<file path="config.mk">
export PLATFORM = sky130hd
export DESIGN_NAME = rail_indep_seq
export DESIGN_NICKNAME = d
export VERILOG_FILES = /design/src/rtl/rail_seq_pkg.sv /design/src/rtl/rail_seq_deglitch.sv /design/src/rtl/rail_seq_done_timer.sv /design/src/rtl/rail_seq_off_timer.sv /design/src/rtl/rail_indep_seq.sv
export SDC_FILE = /design/constraint.sdc
export NUM_CORES = 1
export LEC_CHECK = 0
export ABC_AREA = 1
export BUFFER_PORTS_ARGS = -buffer_cell sky130_fd_sc_hd__buf_2
export CAP_MARGIN = 20
export CORE_MARGIN = 10
export CORE_UTILIZATION = 61
export CTS_CLUSTER_DIAMETER = 50
export DETAILED_ROUTE_END_ITERATION = 10
export GPL_TIMING_DRIVEN = 0
export PLACE_DENSITY = 0.92
export SLEW_MARGIN = 0
export SYNTH_ARGS = -nofsm -noshare
export SYNTH_HDL_FRONTEND = slang
export SYNTH_SLANG_ARGS = --single-unit
</file>
<file path="constraint.sdc">
create_clock -name clk -period 1.8 [get_ports clk]
set_input_delay 0.27 -clock clk [delete_from_list [all_inputs] [get_ports clk]]
set_output_delay 0.27 -clock clk [all_outputs]
set_load 0.01 [all_outputs]
</file>
<file path="src/rtl/rail_seq_pkg.sv">
package rail_seq_pkg;

    // Controller states
    typedef enum logic [1:0] {
        ST_IDLE  = 2'd0,   // waiting for enable
        ST_RUN   = 2'd1,   // rails follow their own supply-good inputs
        ST_DRAIN = 2'd2,   // timed turn-off in progress
        ST_REARM = 2'd3    // turn-off done, waiting for enable release
    } seq_state_e;

endpackage

</file>
<file path="src/rtl/rail_seq_deglitch.sv">
// Persistence filter: the output takes the input value only after the
// input has differed from it for FILT_CYCLES consecutive cycles.
module rail_seq_deglitch #(
    parameter int   FILT_CYCLES = 3000,
    parameter logic RESET_VAL   = 1'b0
) (
    input  logic clk,
    input  logic rst_n,
    input  logic raw_in,
    output logic clean_out
);
    localparam int CW = $clog2(FILT_CYCLES + 1);
    localparam logic [CW-1:0] LAST = CW'(FILT_CYCLES - 1);

    logic [CW-1:0] cnt_q;

    always_ff @(posedge clk or negedge rst_n) begin
        if (!rst_n) begin
            clean_out <= RESET_VAL;
            cnt_q     <= '0;
        end else if (raw_in == clean_out) begin
            cnt_q <= '0;
        end else if (cnt_q == LAST) begin
            clean_out <= raw_in;
            cnt_q     <= '0;
        end else begin
            cnt_q <= cnt_q + 1'b1;
        end
    end
endmodule

</file>
<file path="src/rtl/rail_seq_done_timer.sv">
// Settling timer: done goes high DELAY_CYCLES edges after arm rises and
// clears (with the count) whenever arm drops.
module rail_seq_done_timer #(
    parameter int DELAY_CYCLES = 15_000_000
) (
    input  logic clk,
    input  logic rst_n,
    input  logic arm,
    output logic done
);
    localparam int CW = $clog2(DELAY_CYCLES + 1);
    localparam logic [CW-1:0] LIM    = CW'(DELAY_CYCLES);
    localparam logic [CW-1:0] LIM_M1 = CW'(DELAY_CYCLES - 1);

    logic [CW-1:0] cnt_q;

    always_ff @(posedge clk or negedge rst_n) begin
        if (!rst_n) begin
            cnt_q <= '0;
            done  <= 1'b0;
        end else if (!arm) begin
            cnt_q <= '0;
            done  <= 1'b0;
        end else begin
            if (cnt_q != LIM) begin
                cnt_q <= cnt_q + 1'b1;
            end
            done <= (cnt_q >= LIM_M1);
        end
    end
endmodule

</file>
<file path="src/rtl/rail_seq_off_timer.sv">
// Per-rail turn-off countdown: reloads while load is high, counts down
// while run is high, and reports expiry once it reaches zero.
module rail_seq_off_timer #(
    parameter int W = 16
) (
    input  logic         clk,
    input  logic         rst_n,
    input  logic         load,
    input  logic         run,
    input  logic [W-1:0] delay_in,
    output logic         expired
);
    logic [W-1:0] cnt_q;

    always_ff @(posedge clk or negedge rst_n) begin
        if (!rst_n) begin
            cnt_q <= '0;
        end else if (load) begin
            cnt_q <= delay_in;
        end else if (run && (cnt_q != '0)) begin
            cnt_q <= cnt_q - 1'b1;
        end
    end

    assign expired = run && (cnt_q == '0);
endmodule

</file>
<file path="src/rtl/rail_indep_seq.sv">
module rail_indep_seq
    import rail_seq_pkg::*;
#(
    parameter int NUM_CH         = 4,
    parameter int FILT_CYCLES    = 3000,
    parameter int RST_DLY_CYCLES = 15_000_000,
    parameter int OFF_W          = 16
) (
    input  logic                    clk,
    input  logic                    rst_n,
    input  logic                    en_n_in,
    input  logic [NUM_CH-1:0]       uv_ok_in,
    input  logic [NUM_CH-1:0]       rail_full_in,
    input  logic [NUM_CH*OFF_W-1:0] off_dly_in,
    output logic [NUM_CH-1:0]       rail_en_out,
    output logic                    rst_done_n_out
);
    seq_state_e        state_q, state_d;
    logic [NUM_CH-1:0] uv_f;
    logic              en_n_f;
    logic              en_on;
    logic [NUM_CH-1:0] off_expired;
    logic [NUM_CH-1:0] rail_d;
    logic              settle_arm;

    // Input filtering: one filter per supply-good input, plus the enable
    for (genvar i = 0; i < NUM_CH; i++) begin : g_uv_filt
        rail_seq_deglitch #(
            .FILT_CYCLES(FILT_CYCLES),
            .RESET_VAL  (1'b0)
        ) u_filt (
            .clk      (clk),
            .rst_n    (rst_n),
            .raw_in   (uv_ok_in[i]),
            .clean_out(uv_f[i])
        );
    end

    rail_seq_deglitch #(
        .FILT_CYCLES(FILT_CYCLES),
        .RESET_VAL  (1'b1)
    ) u_en_filt (
        .clk      (clk),
        .rst_n    (rst_n),
        .raw_in   (en_n_in),
        .clean_out(en_n_f)
    );

    assign en_on = !en_n_f;

    // Per-rail off-delay counters: reload while running, count down in DRAIN
    for (genvar i = 0; i < NUM_CH; i++) begin : g_off
        rail_seq_off_timer #(
            .W(OFF_W)
        ) u_off (
            .clk     (clk),
            .rst_n   (rst_n),
            .load    (state_q == ST_RUN),
            .run     (state_q == ST_DRAIN),
            .delay_in(off_dly_in[i*OFF_W +: OFF_W]),
            .expired (off_expired[i])
        );
    end

    // Next-state logic
    always_comb begin
        state_d = state_q;
        unique case (state_q)
            ST_IDLE:  if (en_on)           state_d = ST_RUN;
            ST_RUN:   if (!en_on)          state_d = ST_DRAIN;
            ST_DRAIN: if (&off_expired)    state_d = ST_REARM;
            ST_REARM: if (!en_on)          state_d = ST_IDLE;
            default:                       state_d = ST_IDLE;
        endcase
    end

    // State register
    always_ff @(posedge clk or negedge rst_n) begin
        if (!rst_n) begin
            state_q <= ST_IDLE;
        end else begin
            state_q <= state_d;
        end
    end

    // Rail enable outputs
    always_comb begin
        rail_d = '0;
        unique case (state_q)
            ST_RUN:   rail_d = uv_f;
            ST_DRAIN: rail_d = rail_en_out & ~off_expired;
            default:  rail_d = '0;
        endcase
    end

    always_ff @(posedge clk or negedge rst_n) begin
        if (!rst_n) begin
            rail_en_out <= '0;
        end else begin
            rail_en_out <= rail_d;
        end
    end

    // Reset-done timing: runs only while fully up and enabled
    assign settle_arm = (state_q == ST_RUN) && en_on && (&uv_f) && (&rail_full_in);

    rail_seq_done_timer #(
        .DELAY_CYCLES(RST_DLY_CYCLES)
    ) u_done (
        .clk  (clk),
        .rst_n(rst_n),
        .arm  (settle_arm),
        .done (rst_done_n_out)
    );
endmodule

</file>
==> flow_summary.rst <==
.. list-table::
   :header-rows: 1

   * - Metric
     - Value
   * - Fraction of final layout cells sized beyond drive strength 1
     - 0.1701
   * - Clock sink count
     - 160
   * - Leading register cell type out of synthesis
     - sky130_fd_sc_hd__dfrtp_1
   * - Largest fanout of any net on the critical path
     - 5
   * - Total track usage
     - 0.2387
   * - Total Negative Setup Slacks
     - 0 ns
   * - Num ports
     - 80
   * - Clock H-tree levels
     - 4
   * - Final Hold Viols
     - 0
   * - Area added between synthesis and finish
     - 15.12%
   * - Min-delay worst type
     - in -> reg
   * - Startpoint of the worst hold path
     - off_dly_in[3]
   * - Post-Route Hold Slack
     - 0.04199 ns
   * - Proportion of synthesized chip area in sequential cells
     - 0.4092
   * - Routed len/inst
     - 15.69 um
   * - Width of the die
     - 146.7 um
   * - Nature of the critical path endpoint
     - flip-flop
   * - Element type at the critical path start
     - flip-flop
   * - Avg Synthesized Cell Area
     - 7.397 um^2
   * - Max_slew headroom
     - 0.6020
   * - Highest ir drop seen on vdd
     - 937.7 uV
   * - Number of distinct library cells after synthesis
     - 52
   * - Asr flop ratio synth
     - 1.000
   * - Flop and latch count out of synthesis
     - 160
   * - Initial antenna violation count
     - 3
   * - EDFF count, synth
     - 0
   * - Weighted congestion at the end of routability-driven global placement
     - 0.9599
   * - Static leakage
     - 5.320 nW
   * - Maximum clock frequency
     - 573.0 MHz
   * - Clk slew on worst S/H paths
     - 0.07 ns
   * - Reg-to-Reg Start
     - g_off[1].u_off.cnt_q[0]
   * - Post-Syn Instances
     - 1323
   * - Crit path from
     - g_off[1].u_off.cnt_q[0]
   * - CP Class
     - reg -> reg
   * - Compound-Gate Fraction of Synth Area
     - 0.09857
   * - Worst slew pin tran
     - 0.5970 ns
   * - Input/output buffers
     - 79
   * - DRT Pass-1 Iters
     - 6
   * - Reg2reg setup slack
     - 0.05 ns
   * - Clock network latency to the later pin of the worst-skew pair
     - 0.45 ns
   * - Area enclosed by the die boundary
     - 21510 um^2
   * - Share of synthesized area spent on multiplexers
     - 0.005753
   * - Area of the placeable core
     - 15830 um^2
   * - Chip height
     - 146.7 um
   * - Req. time, crit path
     - 2.13 ns
   * - Outcome
     - completed
   * - CTS tree
     - built
   * - Endpoint arrival time on the critical path
     - 2.08 ns
   * - Starting Density
     - 0.6183
   * - Final design instance area without fill
     - 11270 um^2
   * - Cell area after synthesis
     - 9787 um^2
   * - Remaining number of nets flagged by the antenna check after routing
     - 0
   * - Tcrit/Tclk final
     - 0.9695
   * - First-pass GRT wire length
     - 42.73 mm
   * - Combined area of the multi-input logic cells
     - 5096 um^2
   * - Max cap viols
     - 0
   * - Dominant combinational cell family by area after synthesis
     - simple AND/OR/NAND/NOR gates
   * - Setup clock skew after layout
     - 0.009243 ns
   * - Post-Place Setup Slack
     - -0.2456 ns
   * - Synth Area in Simple Gates
     - 0.3482
   * - Inserted Clock Buffers
     - 17
   * - Worst path setup slack after routing
     - 0.05481 ns
   * - Root buffer selected by CTS
     - sky130_fd_sc_hd__clkbuf_16
   * - Number of vias after detailed routing
     - 9304
   * - Power per Cell Area
     - 1444 nW/um^2
   * - Number of max-slew violations in the final report
     - 0
   * - Via count of the first global-routing pass
     - 9083
   * - Final-report setup violation count
     - 0
   * - Adder and majority gate portion of the synthesized area
     - 0.02301
   * - Maximum clock path buffer count
     - 2
   * - Net count after synthesis
     - 1416
   * - Std cell rows
     - 46
   * - Post-synthesis share of cell area spent on xor and xnor gates
     - 0.03759
   * - Period minus WS final
     - 1.745 ns
   * - WL final
     - 26.10 mm
   * - Detailed router's first-iteration violation count
     - 1025
   * - Fill cell count
     - 1184
   * - Number of nets in the finished design
     - 1526
   * - Post-placement cell area
     - 10490 um^2
   * - Remaining DRCs
     - 0
   * - Largest net degree at the start of global routing
     - 113
   * - Total grt overflow
     - 0
   * - Via count normalized by instance count
     - 5.595
   * - Synth Warn #
     - 0
   * - HPWL reported at the end of detailed placement
     - 18.24 mm
   * - Seq. cell area
     - 4005 um^2
## metrics by stage
stage / util / power (mW) / instances
2_1_floorplan: - / 10.30 / 1323
3_3_place_gp: 0.6604 / 11.75 / 1618
3_5_place_dp: 0.6628 / 12.10 / 1619
4_1_cts: 0.7047 / 15.90 / 1657
5_1_grt: 0.7119 / 17.31 / 1663
6_report: 0.7119 / 16.27 / 1663
## what timing repair did
action,CTS,global route
endpoints found under the hold margin,48,0
endpoints found under the setup margin,56,61
cloned,1,1
resized for setup,17,22
pin swaps,1,4
hold buffers,1,0
buffers inserted,4,4
## final cells by class
type / instances / area share
multi-input cells: 987 / 0.4523
flip-flops and latches: 160 / 0.3555
inverters: 151 / 0.05064
repair buffers: 90 / 0.04531
clock buffers: 20 / 0.04053
well taps: 216 / 0.02399
plain buffers: 26 / 0.02066
clock inverters: 12 / 0.01088
diodes: 1 / 0.0002221
## state kept, by name, summed over array words and instances, names as in the netlist
| name | count |
|---|---|
| u_done.done | 1 |
| g_off.u_off.cnt_q | 64 |
| state_q | 2 |
| u_en_filt.clean_out | 1 |
| u_done.cnt_q | 24 |
| g_uv_filt.u_filt.cnt_q | 48 |
| g_uv_filt.u_filt.clean_out | 4 |
| u_en_filt.cnt_q | 12 |
| rail_en_out | 4 |
## synthesized netlist by cell type (17+ instances only)
library cell | instances | share of area
sky130_fd_sc_hd__nand2_1 | 344 | 0.13
sky130_fd_sc_hd__nor2_1 | 184 | 0.071
sky130_fd_sc_hd__dfrtp_1 | 159 | 0.41
sky130_fd_sc_hd__inv_1 | 144 | 0.055
sky130_fd_sc_hd__nand3_1 | 105 | 0.054
sky130_fd_sc_hd__o21ai_0 | 51 | 0.026
sky130_fd_sc_hd__nor3_1 | 40 | 0.020
sky130_fd_sc_hd__a21oi_1 | 39 | 0.020
sky130_fd_sc_hd__xor2_1 | 37 | 0.033
sky130_fd_sc_hd__ha_1 | 18 | 0.023
sky130_fd_sc_hd__nand4_1 | 18 | 0.012
sky130_fd_sc_hd__o211ai_1 | 17 | 0.013
## report_power, final
part,switching (mW),internal (mW),total (mW)
Combinational,4.72,2.68,7.40
Clock,1.58,2.01,3.59
Sequential,0.834,4.45,5.28
## path summary, 6_finish.rpt
kind,depth (start not counted),to
max in group asynchronous,3,u_done.cnt_q[16]
min,3,g_off[0].u_off.cnt_q[3]
min in group asynchronous,2,g_off[0].u_off.cnt_q[3]
max reg2reg,9,state_q[0]
min reg2reg,1,g_uv_filt[1].u_filt.cnt_q[0]
max,9,state_q[0]
## routing by layer
layer	share of wire	global-route usage	wire, um	up-vias
met4	0.030	0.09209	791	2
met5	0.00065	0	17	-
met3	0.087	0.05717	2260	79
met1	0.40	0.3050	10560	4331
met2	0.48	0.3829	12470	405
li1	-	-	-	4487
## cell families (layout without fill, tap and decap cells)
| kind of cell | count (synthesis) | in the layout |
|---|---|---|
| adders and majority gates | 18 | 18 |
| other | 0 | 1 |
| buffers and inverters | 177 | 299 |
| xor gates and xnor gates | 42 | 42 |
| DFF | 160 | 160 |
| AOI/OAI and AO/OA | 156 | 157 |
| muxes | 5 | 5 |
| and+or+nand+nor | 765 | 765 |
## placed cells by master (no fill, tap or decap), types with 17 or more instances in the layout
master                      Yosys  layout
sky130_fd_sc_hd__o211ai_1      17      17
sky130_fd_sc_hd__xor2_1        37      37
sky130_fd_sc_hd__nand2_1      344     341
sky130_fd_sc_hd__nand4_1       18      18
sky130_fd_sc_hd__nand3_1      105     104
sky130_fd_sc_hd__a21oi_1       39      39
sky130_fd_sc_hd__buf_2          7      79
sky130_fd_sc_hd__o21ai_0       51      51
sky130_fd_sc_hd__nor2_2        14      18
sky130_fd_sc_hd__nor3_1        40      40
sky130_fd_sc_hd__nor2_1       184     179
sky130_fd_sc_hd__inv_1        144     141
sky130_fd_sc_hd__dfrtp_1      159     159
sky130_fd_sc_hd__clkbuf_16      0      17
## worst max-delay path: stages, from the launching register on
cell	delay, ns
sky130_fd_sc_hd__dfrtp_1	0.39
sky130_fd_sc_hd__inv_2	0.11
sky130_fd_sc_hd__ha_2	0.22
sky130_fd_sc_hd__nand2_2	0.11
sky130_fd_sc_hd__nor2_4	0.13
sky130_fd_sc_hd__nand2_4	0.13
sky130_fd_sc_hd__a21oi_2	0.23
sky130_fd_sc_hd__nand3_1	0.13
sky130_fd_sc_hd__nand2_1	0.10
sky130_fd_sc_hd__nand2_1	0.07
Note: power is estimated with default switching activity, not from simulation.
